<file path="src/rtl/irq_vector_pkg.sv">
package irq_vector_pkg;
  // strobes from the sequencing control to the datapath
  typedef struct packed {
    logic take;  // presented interrupt accepted this cycle
    logic gie;   // current global enable
  } ctl_strobe_t;
endpackage

</file>
<file path="src/rtl/irq_vector_seq.sv">
module irq_vector_seq
  import irq_vector_pkg::*;
#(
  parameter int STATUS_W = 8,
  parameter int GIE_BIT  = 7
) (
  input  logic                clk,
  input  logic                rstN,
  input  logic                irq,
  input  logic                intAck,
  input  logic                retStrobe,
  input  logic                gieSet,
  input  logic                gieClr,
  output ctl_strobe_t         ctl,
  output logic [STATUS_W-1:0] status
);
  logic gieQ;
  logic takeNow;

  assign takeNow = intAck & irq;

  // entry > return > clear > set
  always_ff @(posedge clk) begin
    if (!rstN)          gieQ <= 1'b0;
    else if (takeNow)   gieQ <= 1'b0;
    else if (retStrobe) gieQ <= 1'b1;
    else if (gieClr)    gieQ <= 1'b0;
    else if (gieSet)    gieQ <= 1'b1;
  end

  always_comb begin
    ctl.take = takeNow;
    ctl.gie  = gieQ;
    status   = '0;
    status[GIE_BIT] = gieQ;
  end
endmodule

</file>
<file path="src/rtl/irq_vector_path.sv">
module irq_vector_path
  import irq_vector_pkg::*;
#(
  parameter int NUM_SRC     = 8,
  parameter int NUM_W       = 4,
  parameter int ADDR_W      = 16,
  parameter int ENTRY_BYTES = 4
) (
  input  logic               clk,
  input  logic               rstN,
  input  logic [NUM_SRC-1:0] srcReq,
  input  logic               nmiReq,
  input  logic [NUM_SRC-1:0] srcEn,
  input  logic [ADDR_W-1:0]  vecBase,
  input  ctl_strobe_t        ctl,
  output logic               irq,
  output logic [NUM_W-1:0]   irqNum,
  output logic [ADDR_W-1:0]  vecAddr
);
  localparam int ENTRY_SHIFT = $clog2(ENTRY_BYTES);

  logic [NUM_SRC-1:0] pendQ;
  logic               nmiPendQ;
  logic [NUM_SRC-1:0] eligible;
  logic [NUM_SRC-1:0] selMask;
  logic [NUM_W-1:0]   pickIdx;

  assign eligible = pendQ & srcEn & {NUM_SRC{ctl.gie}};

  // lowest index wins: descending scan, last hit overwrites
  always_comb begin
    pickIdx = '0;
    for (int i = NUM_SRC - 1; i >= 0; i--) begin
      if (eligible[i]) pickIdx = NUM_W'(i);
    end
  end

  always_comb begin
    selMask = '0;
    for (int i = 0; i < NUM_SRC; i++) begin
      if (!nmiPendQ && (|eligible) && (pickIdx == NUM_W'(i))) selMask[i] = 1'b1;
    end
  end

  // one pending flag per source; a new pulse beats the clear
  for (genvar g = 0; g < NUM_SRC; g++) begin : g_pend
    always_ff @(posedge clk) begin
      if (!rstN) pendQ[g] <= 1'b0;
      else       pendQ[g] <= (pendQ[g] & ~(ctl.take & selMask[g])) | srcReq[g];
    end
  end

  always_ff @(posedge clk) begin
    if (!rstN) nmiPendQ <= 1'b0;
    else       nmiPendQ <= (nmiPendQ & ~ctl.take) | nmiReq;
  end

  always_comb begin
    irq     = nmiPendQ | (|eligible);
    irqNum  = nmiPendQ ? '0 : pickIdx + NUM_W'(1);
    vecAddr = vecBase + (ADDR_W'(irqNum) << ENTRY_SHIFT);
  end
endmodule

</file>
<file path="src/rtl/irq_vector_unit.sv">
module irq_vector_unit
  import irq_vector_pkg::*;
#(
  parameter int NUM_SRC     = 8,
  parameter int ADDR_W      = 16,
  parameter int ENTRY_BYTES = 4,
  parameter int NUM_W       = $clog2(NUM_SRC + 1)
) (
  input  logic               clk,
  input  logic               rstN,
  input  logic [NUM_SRC-1:0] srcReq,
  input  logic               nmiReq,
  input  logic [NUM_SRC-1:0] srcEn,
  input  logic               gieSet,
  input  logic               gieClr,
  input  logic [ADDR_W-1:0]  vecBase,
  input  logic               intAck,
  input  logic               retStrobe,
  output logic               irq,
  output logic [NUM_W-1:0]   irqNum,
  output logic [ADDR_W-1:0]  vecAddr,
  output logic [7:0]         status
);
  ctl_strobe_t ctl;

  irq_vector_seq #(.STATUS_W(8), .GIE_BIT(7)) u_seq (
    .clk(clk), .rstN(rstN), .irq(irq), .intAck(intAck),
    .retStrobe(retStrobe), .gieSet(gieSet), .gieClr(gieClr),
    .ctl(ctl), .status(status)
  );

  irq_vector_path #(
    .NUM_SRC(NUM_SRC), .NUM_W(NUM_W), .ADDR_W(ADDR_W), .ENTRY_BYTES(ENTRY_BYTES)
  ) u_path (
    .clk(clk), .rstN(rstN), .srcReq(srcReq), .nmiReq(nmiReq),
    .srcEn(srcEn), .vecBase(vecBase), .ctl(ctl),
    .irq(irq), .irqNum(irqNum), .vecAddr(vecAddr)
  );
endmodule

</file>
<file path="config.mk">
export PLATFORM = sky130hd
export DESIGN_NAME = irq_vector_unit
export DESIGN_NICKNAME = d
export VERILOG_FILES = /design/src/rtl/irq_vector_pkg.sv /design/src/rtl/irq_vector_seq.sv /design/src/rtl/irq_vector_path.sv /design/src/rtl/irq_vector_unit.sv
export SDC_FILE = /design/constraint.sdc
export NUM_CORES = 1
export LEC_CHECK = 0
export CORE_MARGIN = 10
export CORE_UTILIZATION = 36
export DETAILED_ROUTE_END_ITERATION = 10
export GPL_ROUTABILITY_DRIVEN = 0
export PLACE_DENSITY = 0.8
export SYNTH_ARGS = -nofsm -noshare
export SYNTH_HDL_FRONTEND = slang
export SYNTH_SLANG_ARGS = --single-unit
</file>
<file path="constraint.sdc">
create_clock -name clk -period 4.7 [get_ports clk]
set_input_delay 0.94 -clock clk [delete_from_list [all_inputs] [get_ports clk]]
set_output_delay 0.94 -clock clk [all_outputs]
set_load 0.005 [all_outputs]
</file>
==> impl_metrics.json <==
{
  "area_growth_pct": 79.67,
  "hold-worst-slack_ns": 0.5654,
  "grt_max_degree": 11,
  "synthFlopType": "dfxtp_1",
  "grt_util_all_layers_pct": 13.71,
  "numClockSinks": 10,
  "p_leak_uw": 0.0008636,
  "antenna_found_initial": 0,
  "drive_gt1_share_pct": 26.54,
  "cp_max_fo": 5,
  "drc": 0,
  "power_frac_comb_pct": 52.6,
  "synth_cell_types": 38,
  "worst_skew_pair.late_latency_ns": 0.27,
  "p_clk_share_pct": 17.5,
  "critPathLaunchType": "primary input",
  "arrival_ns": 3.64,
  "fin_crit_sh_pct": 97.43,
  "required_ns": 3.76,
  "syn_avg_cell_area_um2": 8.080,
  "maxCapViolations": 0,
  "die-area_um2": 5509,
  "via_count": 1282,
  "final_core_util_pct": 68.38,
  "initial_core_util_pct": 38.06,
  "hold_path.class": "reg2reg",
  "rows": 19,
  "power.internal_uw": 226.7,
  "antenna_cells": 0,
  "first_pass_iters": 4,
  "netlist_area_um2": 1059,
  "hold_viol_final": 0,
  "wl_per_cell_um": 17.14,
  "grt_pass1_wl_mm": 5.989,
  "seq_power_share_pct": 30.0,
  "clk_pin_slew_ns": 0.06,
  "cts_tree": "built",
  "port_buffers": 56,
  "drt_wl_total_mm": 4.147,
  "fin_setup_tns_ns": 0,
  "globalRouteOverflowTotal": 0,
  "power_density_nw_per_um2": 176.9,
  "worst_pin_slew_ns": 0.6362,
  "swShare_pct": 32.61,
  "cp-end-kind": "output port",
  "peakVddDrop_mv": 0.1492,
  "cp_cell_sequence": "dlygate4sd2_1, a22oi_1, nand3b_1, a22oi_2, ha_2, ha_1, nor2b_2, ha_4, a21o_1, a21oi_1, buf_4, nor2_1, xor2_1, clkdlybuf4s15_1",
  "skew_ns": 0.005616,
  "yosysSeqAreaShare_pct": 18.91,
  "p_sw_uw": 109.7,
  "slowest_delay_ns": 0.29,
  "clockRootBuffer": "clkbuf_4",
  "die-height_um": 74.23,
  "holdPathStages": 2,
  "place_hpwl_mm": 3.196,
  "core_um2": 2781,
  "power_uw": 336.5,
  "synthCells": 131,
  "outcome": "finished, final reports clean",
  "cts_made_buffers": 3,
  "postCtsHoldBufs": 0,
  "synth-edff-count": 0,
  "drt_iter0_markers": 58,
  "relSlewSlack_pct": 57.50,
  "final_nets": 263,
  "path_class": "in2out",
  "dp_slack_ns": -0.5748,
  "ys_warn_count": 0,
  "dieWidth_um": 74.23,
  "grt_pass1_vias": 1265,
  "fmax_ghz": 0.2184,
  "antenna_left": 0,
  "finalSetupViolations": 0,
  "min_period_ns": 4.579,
  "setup_slack_ns": 0.1209,
  "cts_buffer_depth": 2,
  "htree_levels": 1,
  "cp_slowest_cell": "ha_4",
  "reg2reg_depth": 9,
  "viasPerCell": 5.298,
  "ys_seq_elements": 10,
  "drv_slew": 0,
  "ios": 68,
  "synthArstFlopShare_pct": 0
}
==> cells by family (layout without fill, tap and decap cells) <==
group           Yosys count  after routing  synth area share (%)
fa+ha+maj                11             11                 13.71
flops                    10             10                 18.91
other cells               1              7                0.3543
buf+inv                  23             97                 11.70
compound gates           37             37                 26.71
simple gates             37             37                 18.68
xor+xnor                 12             12                 9.929
==> per-layer routing <==
| layer | global-route usage [%] | up-vias | routed length, um |
|---|---|---|---|
| met4 | 5.894 | 0 | 108 |
| met5 | 0 | - | 0 |
| met3 | 4.521 | 9 | 326 |
| met1 | 13.86 | 599 | 1530 |
| li1 | - | 614 | - |
| met2 | 25.09 | 60 | 2182 |
==> cells in the final DEF (no fill, tap or decap), types with 3 or more instances in the layout <==
cell             instances
nand3_1                  3
buf_2                    3
o21ai_0                  9
conb_1                   7
nor2_1                   7
clkdlybuf4s50_1         39
ha_4                     3
xor2_1                   5
dlygate4sd2_1            6
dfxtp_1                 10
nand2_1                  8
buf_4                   27
clkbuf_4                 3
a41oi_1                  8
inv_1                   11
xnor2_1                  7
ha_1                     6
a21oi_1                  3
clkdlybuf4s15_1          5
==> cell type report <==
| type | instances | area [um2] |
|---|---|---|
| Timing Repair Buffer | 83 | 740.7 |
| Sequential cell | 10 | 200.2 |
| Tap cell | 31 | 38.79 |
| Fill cell | 221 | 879.6 |
| Multi-Input combinational cell | 104 | 858.3 |
| Inverter | 11 | 41.29 |
| Clock buffer | 3 | 22.52 |
==> worst max-delay path: cells and delay by family <==
family	cells	cell delay (ns)
xor gates and xnor gates	1	0.15
adders and majority gates	3	0.74
buffers and inverters	3	0.62
AOI/OAI and AO/OA	4	0.68
and+or+nand+nor	3	0.51
==> through the flow <==
stage | cells | cell area (um2)
after floorplan | 137 | 1081
after detailed placement | 233 | 1755
final | 242 | 1902
after global routing | 242 | 1902
after CTS | 240 | 1812
after global placement | 233 | 1755
==> worst paths after layout <==
| kind | slack, ns | startpoint | endpoint |
|---|---|---|---|
| setup / recovery | 0.12 | srcEn[5] | vecAddr[14] |
| setup reg to reg | 2.78 | u_path.pendQ[3] | u_path.pendQ[4] |
| hold / removal | 0.57 | u_path.pendQ[0] | u_path.pendQ[0] |
| hold reg to reg | 0.57 | u_path.pendQ[0] | u_path.pendQ[0] |
==> flip-flops by register name (all words and copies together) (netlist names) <==
| signal | cells |
|---|---|
| u_path.nmiPendQ | 1 |
| u_path.pendQ | 8 |
| u_seq.gieQ | 1 |
==> cell usage after synthesis (2+ instances only) <==
| cell | n | area share, % |
|---|---|---|
| inv_1 | 11 | 3.9 |
| nand4_1 | 2 | 1.2 |
| a21o_1 | 2 | 1.4 |
| a41oi_1 | 8 | 6.6 |
| nor2_1 | 8 | 2.8 |
| a22oi_1 | 3 | 2.1 |
| nand3_1 | 4 | 1.9 |
| ha_1 | 10 | 12 |
| and3_2 | 2 | 1.4 |
| a21oi_1 | 3 | 1.4 |
| o21ai_0 | 11 | 5.2 |
| nand2_1 | 9 | 3.2 |
| xor2_1 | 5 | 4.1 |
| a31oi_1 | 2 | 1.2 |
| xnor2_1 | 7 | 5.8 |
| buf_4 | 10 | 7.1 |
| dfxtp_1 | 10 | 19 |
| and3_1 | 2 | 1.2 |
| nor2b_1 | 3 | 1.8 |
==> power by group through the flow <==
stage / sequential [uW] / combinational, uW / clock (uW)
CTS: 99.0 / 163 / 60.6
floorplan: 98.0 / 66.3 / 0
global route: 101 / 192 / 63.5
finish: 101 / 177 / 58.7
global placement: 99.7 / 156 / 0
detailed placement: 100 / 161 / 0
==> repair_timing <==
item | 4_1_cts | 5_1_grt
resized for setup | 34 | 19
pin swaps | 11 | 10
buffers inserted | 4 | 2
endpoints found under the setup margin | 12 | 12
cloned | 0 | 0
No activity file was read; power rests on OpenSTA's default activity.
